[config.mk]
export PLATFORM = sky130hd
export DESIGN_NAME = sdram_burst_seq
export DESIGN_NICKNAME = d
export VERILOG_FILES = /design/src/rtl/sbs_pkg.sv /design/src/rtl/sbs_mode_reg.sv /design/src/rtl/sbs_col_gen.sv /design/src/rtl/sbs_rd_pipe.sv /design/src/rtl/sdram_burst_seq.sv
export SDC_FILE = /design/constraint.sdc
export NUM_CORES = 1
export LEC_CHECK = 0
export ABC_AREA = 1
export BUFFER_PORTS_ARGS = -buffer_cell sky130_fd_sc_hd__clkbuf_2
export CAP_MARGIN = 20
export CORE_MARGIN = 4
export CORE_UTILIZATION = 40
export CTS_CLUSTER_DIAMETER = 150
export CTS_CLUSTER_SIZE = 14
export DETAILED_ROUTE_END_ITERATION = 10
export PLACE_DENSITY = 0.72
export SLEW_MARGIN = 20
export SYNTH_ARGS = -nofsm -noshare
export SYNTH_HDL_FRONTEND = slang
export SYNTH_SLANG_ARGS = --single-unit
[constraint.sdc]
create_clock -name clk -period 2.3 [get_ports clk]
set_input_delay 0.46 -clock clk [delete_from_list [all_inputs] [get_ports clk]]
set_output_delay 0.46 -clock clk [all_outputs]
set_load 0.05 [all_outputs]
[src/rtl/sbs_pkg.sv]
package sbs_pkg;

  localparam int MODE_W = 12;
  localparam int CL_W   = 2;

  typedef enum logic [2:0] {
    LEN_1    = 3'b000,
    LEN_2    = 3'b001,
    LEN_4    = 3'b010,
    LEN_8    = 3'b011,
    LEN_PAGE = 3'b111
  } len_code_e;

  typedef struct packed {
    logic [2:0]      len_code;
    logic            ilv;
    logic [CL_W-1:0] cl;
    logic            wr_single;
  } mode_t;

  function automatic logic word_bad(input logic [MODE_W-1:0] w);
    logic len_ok;
    logic cl_ok;
    len_ok = (w[2:0] == LEN_1) || (w[2:0] == LEN_2) || (w[2:0] == LEN_4) ||
             (w[2:0] == LEN_8) || ((w[2:0] == LEN_PAGE) && !w[3]);
    cl_ok  = (w[6:4] == 3'b010) || (w[6:4] == 3'b011);
    return !(len_ok && cl_ok && (w[8:7] == 2'b00) && (w[11:10] == 2'b00));
  endfunction

endpackage

[src/rtl/sbs_mode_reg.sv]
module sbs_mode_reg
  import sbs_pkg::*;
#(
  parameter logic [MODE_W-1:0] RST_WORD = 12'h020
) (
  input  logic              clk,
  input  logic              rst_n,
  input  logic              load,
  input  logic [MODE_W-1:0] word,
  output mode_t             mode,
  output logic              err
);

  logic [MODE_W-1:0] word_q, word_d;
  logic              err_q, err_d;

  always_comb begin
    word_d = word_q;
    err_d  = err_q;
    if (load) begin
      word_d = word;
      err_d  = word_bad(word);
    end
  end

  always_ff @(posedge clk or negedge rst_n) begin
    if (!rst_n) begin
      word_q <= RST_WORD;
      err_q  <= 1'b0;
    end else if (load) begin
      word_q <= word_d;
      err_q  <= err_d;
    end
  end

  always_comb begin
    mode.len_code  = word_q[2:0];
    mode.ilv       = word_q[3];
    mode.cl        = word_q[5:4];
    mode.wr_single = word_q[9];
  end

  assign err = err_q;

  p_err_sticky_r10: assert property (@(posedge clk) disable iff (!rst_n)
    !load |=> $stable(err));

  p_err_clear_r10: assert property (@(posedge clk) disable iff (!rst_n)
    (load && word[11:7] == 5'b0 && word[6:4] == 3'b010 && word[2:0] == 3'b001) |=> !err);

endmodule

[src/rtl/sbs_col_gen.sv]
module sbs_col_gen
  import sbs_pkg::*;
#(
  parameter int COL_W = 8
) (
  input  logic             clk,
  input  logic             rst_n,
  input  logic             start,
  input  logic [COL_W-1:0] start_col,
  input  logic             start_wr,
  input  logic             term,
  input  mode_t            mode,
  input  logic             mode_err,
  output logic             col_valid,
  output logic [COL_W-1:0] col_addr,
  output logic             col_last,
  output logic             rd_issue,
  output logic [CL_W-1:0]  cl_cur
);

  localparam int CNT_W = COL_W + 1;

  logic             act_q, act_d;
  logic [COL_W-1:0] base_q, base_d;
  logic [CNT_W-1:0] beat_q, beat_d;
  logic [CNT_W-1:0] lidx_q, lidx_d;
  logic             ilv_q, ilv_d;
  logic             wr_q, wr_d;
  logic [CL_W-1:0]  cl_q, cl_d;

  logic             at_last;
  logic             accept;
  logic             upd;
  logic [CNT_W-1:0] len_m1;
  logic [COL_W-1:0] mask;
  logic [COL_W-1:0] low;

  // length minus one of a new burst; doubles as the wrap mask
  always_comb begin
    unique case (mode.len_code)
      LEN_2:    len_m1 = CNT_W'(1);
      LEN_4:    len_m1 = CNT_W'(3);
      LEN_8:    len_m1 = CNT_W'(7);
      LEN_PAGE: len_m1 = CNT_W'((1 << COL_W) - 1);
      default:  len_m1 = '0;
    endcase
    if (start_wr && mode.wr_single) len_m1 = '0;
  end

  assign at_last = act_q && (beat_q == lidx_q);
  assign accept  = start && !mode_err && (!act_q || at_last || term);
  assign upd     = accept || act_q;

  always_comb begin
    act_d  = act_q;
    base_d = base_q;
    beat_d = beat_q;
    lidx_d = lidx_q;
    ilv_d  = ilv_q;
    wr_d   = wr_q;
    cl_d   = cl_q;
    if (accept) begin
      act_d  = 1'b1;
      base_d = start_col;
      beat_d = '0;
      lidx_d = len_m1;
      ilv_d  = mode.ilv;
      wr_d   = start_wr;
      cl_d   = mode.cl;
    end else if (act_q && (at_last || term)) begin
      act_d  = 1'b0;
    end else if (act_q) begin
      beat_d = beat_q + CNT_W'(1);
    end
  end

  always_ff @(posedge clk or negedge rst_n) begin
    if (!rst_n) begin
      act_q  <= 1'b0;
      base_q <= '0;
      beat_q <= '0;
      lidx_q <= '0;
      ilv_q  <= 1'b0;
      wr_q   <= 1'b0;
      cl_q   <= '0;
    end else if (upd) begin
      act_q  <= act_d;
      base_q <= base_d;
      beat_q <= beat_d;
      lidx_q <= lidx_d;
      ilv_q  <= ilv_d;
      wr_q   <= wr_d;
      cl_q   <= cl_d;
    end
  end

  assign mask = lidx_q[COL_W-1:0];
  assign low  = ilv_q ? (base_q ^ beat_q[COL_W-1:0]) : (base_q + beat_q[COL_W-1:0]);

  assign col_valid = act_q;
  assign col_last  = at_last;
  assign col_addr  = (base_q & ~mask) | (low & mask);
  assign rd_issue  = act_q && !wr_q;
  assign cl_cur    = cl_q;

  p_last_valid_r2: assert property (@(posedge clk) disable iff (!rst_n)
    col_last |-> col_valid);

  p_term_stop_r9: assert property (@(posedge clk) disable iff (!rst_n)
    (col_valid && term && !start) |=> !col_valid);

  p_continue_r11: assert property (@(posedge clk) disable iff (!rst_n)
    (col_valid && !col_last && !term) |=> (col_valid && !$stable(col_addr | {COL_W{mask == '0}})));

  p_err_block_r10: assert property (@(posedge clk) disable iff (!rst_n)
    (mode_err && !col_valid) |=> !col_valid);

  p_new_start_r11: assert property (@(posedge clk) disable iff (!rst_n)
    accept |=> (col_valid && col_addr == $past(start_col)));

endmodule

[src/rtl/sbs_rd_pipe.sv]
module sbs_rd_pipe
  import sbs_pkg::*;
#(
  parameter int CL_MAX = 3
) (
  input  logic            clk,
  input  logic            rst_n,
  input  logic            issue,
  input  logic [CL_W-1:0] cl,
  output logic            rd_valid
);

  logic [CL_MAX-1:0] v_q, v_d;
  logic [CL_W-1:0]   c_q [CL_MAX];
  logic [CL_W-1:0]   c_d [CL_MAX];
  logic [CL_MAX-1:0] fire;

  always_comb begin
    v_d[0] = issue;
    c_d[0] = cl;
    for (int i = 1; i < CL_MAX; i++) begin
      v_d[i] = v_q[i-1];
      c_d[i] = c_q[i-1];
    end
  end

  always_ff @(posedge clk or negedge rst_n) begin
    if (!rst_n) begin
      v_q <= '0;
      for (int i = 0; i < CL_MAX; i++) c_q[i] <= '0;
    end else begin
      v_q <= v_d;
      for (int i = 0; i < CL_MAX; i++) c_q[i] <= c_d[i];
    end
  end

  // stage i holds an issue made i+1 cycles ago; fire where that matches its latency
  for (genvar g = 0; g < CL_MAX; g++) begin : g_tap
    assign fire[g] = v_q[g] && (c_q[g] == CL_W'(g + 1));
  end

  assign rd_valid = |fire;

  p_rd_cause_r8: assert property (@(posedge clk) disable iff (!rst_n)
    rd_valid |-> ($past(issue, 2) || $past(issue, 3)));

  p_one_fire_r8: assert property (@(posedge clk) disable iff (!rst_n)
    $onehot0(fire));

endmodule

[src/rtl/sdram_burst_seq.sv]
module sdram_burst_seq
  import sbs_pkg::*;
#(
  parameter int COL_W  = 8,
  parameter int CL_MAX = 3
) (
  input  logic              clk,
  input  logic              rst_n,
  input  logic              mode_load,
  input  logic [MODE_W-1:0] mode_word,
  input  logic              start,
  input  logic [COL_W-1:0]  start_col,
  input  logic              start_wr,
  input  logic              term,
  output logic              col_valid,
  output logic [COL_W-1:0]  col_addr,
  output logic              col_last,
  output logic              rd_valid,
  output logic              mode_err
);

  mode_t           mode;
  logic            rd_issue;
  logic [CL_W-1:0] cl_cur;

  sbs_mode_reg u_mode (
    .clk   (clk),
    .rst_n (rst_n),
    .load  (mode_load),
    .word  (mode_word),
    .mode  (mode),
    .err   (mode_err)
  );

  sbs_col_gen #(.COL_W(COL_W)) u_col (
    .clk       (clk),
    .rst_n     (rst_n),
    .start     (start),
    .start_col (start_col),
    .start_wr  (start_wr),
    .term      (term),
    .mode      (mode),
    .mode_err  (mode_err),
    .col_valid (col_valid),
    .col_addr  (col_addr),
    .col_last  (col_last),
    .rd_issue  (rd_issue),
    .cl_cur    (cl_cur)
  );

  sbs_rd_pipe #(.CL_MAX(CL_MAX)) u_rd (
    .clk      (clk),
    .rst_n    (rst_n),
    .issue    (rd_issue),
    .cl       (cl_cur),
    .rd_valid (rd_valid)
  );

endmodule

==> metrics.txt <==
Final GP Congestion=around 0.93; Setup TNS=-0.430 ns; Global Route Usage Sum=between 15 and 20%; Max Cap Viol=0; Mapped Cells=293; largest net degree at the start of global routing=27; Max Buffers Root-to-Sink=2; Clock Sink Count=between 40 and 50; Synth top area share=around 45%; register area share after synthesis=a little under half; Mapped Area=2340 um^2; Die H=roughly 84 um; Peak supply drop=between 0.4 and 0.5 mV; FP Rows=27; Hold WS=0.147 ns; global-route wire length before repair=9560 um; status=finished, violations left; Net Sw Power=842 uW; static leakage=approximately 0.0016 uW; Synth Area per Inst=roughly 8 um^2; Comb power frac=around 36%; synth unique cells=26; pre-CTS setup slack=approximately 0.022 ns; final non-filler cell total=between 400 and 500; Initial DRC Count=219; switching portion of total power=a little over a third; core area=roughly 5600 um^2; Clock Skew=about 0.0040 ns; Post-DP HPWL=3940 um; clk slew on worst S/H paths=approximately 0.080 ns; Rel. slew slack=61.9%; DR pass1 iterations=4; wire per inst=roughly 14 um; H-tree depth=2; Worst Setup Start Kind=register; CP Max Fanout=2; clock power share=between 20% and 30%; ranking of synthesized cells by area=dfrtp_1 45%, nand2_1 15%, nand3_1 6.6%, inv_1 6.4%, ha_1 4.3%; Pwr Density=795 nW/um^2; Int Pwr=1550 uW; Yosys warnings=0; commonest non-fill, non-tap cells in the layout=91 x nand2_1, 39 x dfrtp_1, 38 x inv_1; #FFs+latches synth=between 40 and 50; fill cell count=between 400 and 500; Tmin final=between 2 and 2.5 ns; Setup crit end kind=output port; IO Port Bufs=37; violated checks=setup timing; Mapped Nets=roughly 330; area grow syn2layout=29.0%; Starting Density=41.9%; measured slew at the worst slew-check pin=~0.57 ns; layout cells sized above 1=between 20 and 30%; final setup margin=-0.118 ns; clock root cell=clkbuf_8; initial antenna violation count=0; area leader, netlist=dfrtp_1; # setup viols final=5; most common cell after layout, fill and taps aside=nand2_1; Hold Path Class=input pin to asynchronous set/reset pin; DRC Markers=0; Final Hold Viols=0; Nets=roughly 390; Post-Place Cells=around 400; RSZ-0062 raised after global routing=true; register share of total power=around 40%; Sequential cell area=1080 um^2; fmax=around 410 MHz; Slew Limit Fails=0; Clk Latency, worst-skew pair=around 0.29 ns; Final period util=105%; Die ar.=approximately 7100 um^2; critical path type=register to output port; Via density=approximately 5.0; WP data required=1.84 ns; Detail Route Antenna Nets=0; Arr. time, crit path=between 1.5 and 2 ns; multi-input logic area=approximately 1200 um^2; vias in the first global route=between 2000 and 2500; via count=2125; WL final=between 5000 and 6000 um; clock tree from TritonCTS=done; antenna fix cells=0; Die W=~84 um; CTS Buf Count=5; grt total ovfl=0; Top-Level Pins=38
-- synthesized netlist by cell type, drive strengths merged --
| cell | n |
|---|---|
| nor3 | 2 |
| inv | 40 |
| nand3 | 33 |
| dfstp | 1 |
| clkbuf | 1 |
| fa | 1 |
| dfrtp | 42 |
| a21oi | 8 |
| o21a | 1 |
| xnor2 | 3 |
| o21bai | 1 |
| buf | 4 |
| nor2 | 14 |
| nand2 | 96 |
| o211ai | 2 |
| nand3b | 1 |
| nand4 | 4 |
| xor2 | 5 |
| ha | 8 |
| o21ai | 26 |
-- metal layers --
layer	GRT usage, %	vias to the layer above	wire (um)
li1	-	1049	-
met1	21.4	987	2450
met2	27.2	72	2790
met3	3.63	17	356
met4	6.19	0	174
met5	0	-	0
-- flip-flops by register name, summed over array words and instances (netlist names) --
signal and cells:
u_rd.v_q 3, u_rd.c_q 2, u_col.beat_q 9, u_col.base_q 8, u_rd.c_d 4, u_mode.err 1
u_col.ilv_q 1, u_col.wr_q 1, u_col.col_valid 1, u_col.lidx_q 4, u_mode.word_q 7, u_col.cl_cur 2
-- cell type report --
class                           instances  share of cell area [%]
Timing Repair Buffer                   55                    13.4
Inverter                               40                    4.98
Sequential cell                        43                    35.9
Clock buffer                            7                    2.53
Multi-Input combinational cell        205                    39.2
Clock inverter                          1                   0.996
Tap cell                               72                    2.99
-- timing repair --
| item | CTS | global route |
|---|---|---|
| resized for setup | 27 | 19 |
| pin swaps | 2 | 8 |
| setup endpoints to repair | 7 | 8 |
| hold buffers | 0 | 0 |
| buffers inserted | 2 | 8 |
-- per-stage QoR --
step                      cell area [um^2]  power, uW  util [%]
after floorplan                       2350       1430         -
after global placement                2660       1610      47.7
after detailed placement              2660       1630      47.7
after CTS                             2900       2310      52.1
after global routing                  3010       2530      54.1
final                                 3010       2400      54.1
-- cells by family (layout without fill, tap and decap cells) --
group,count (synthesis),count (layout),share of synthesized area [%]
flops,43,43,46.1
buf+inv,45,103,8.08
simple gates,150,150,27.8
compound gates,38,38,9.85
fa+ha+maj,9,9,5.14
xor+xnor,8,8,3.00
-- path summary, 6_finish.rpt --
check	startpoint	endpoint	slack [ns]	depth (start not counted)
max in group asynchronous	rst_n	u_mode.word_q[5]$_DFFE_PN1P_	1.56	2
setup reg to reg	u_col.beat_q[2]$_DFFE_PN0P_	u_col.beat_q[3]$_DFFE_PN0P_	0.37	11
min in group clk	mode_word[4]	u_mode.word_q[4]$_DFFE_PN0P_	0.37	3
hold reg to reg	u_col.cl_cur[0]$_DFFE_PN0P_	u_rd.c_d[2]$_DFF_PN0_	0.38	0
setup / recovery	u_col.base_q[0]$_DFFE_PN0P_	col_addr[1]	-0.12	7
hold / removal	rst_n	u_col.base_q[6]$_DFFE_PN0P_	0.15	1
-- power by group through the flow --
stage	Clock, uW	Combinational, uW	Sequential, uW
detailed placement	0	659	974
finish	571	850	976
global route	605	936	989
global placement	0	639	970
floorplan	0	473	958
CTS	588	751	975
-- critical path, stage by stage (launching register included) --
cell	delay, ns
dfrtp_1	0.40
ha_2	0.20
inv_2	0.06
fa_2	0.43
a21oi_2	0.16
o21ai_1	0.08
o21ai_1	0.12
clkbuf_8	0.22
Note: power is estimated with default switching activity, not from simulation.
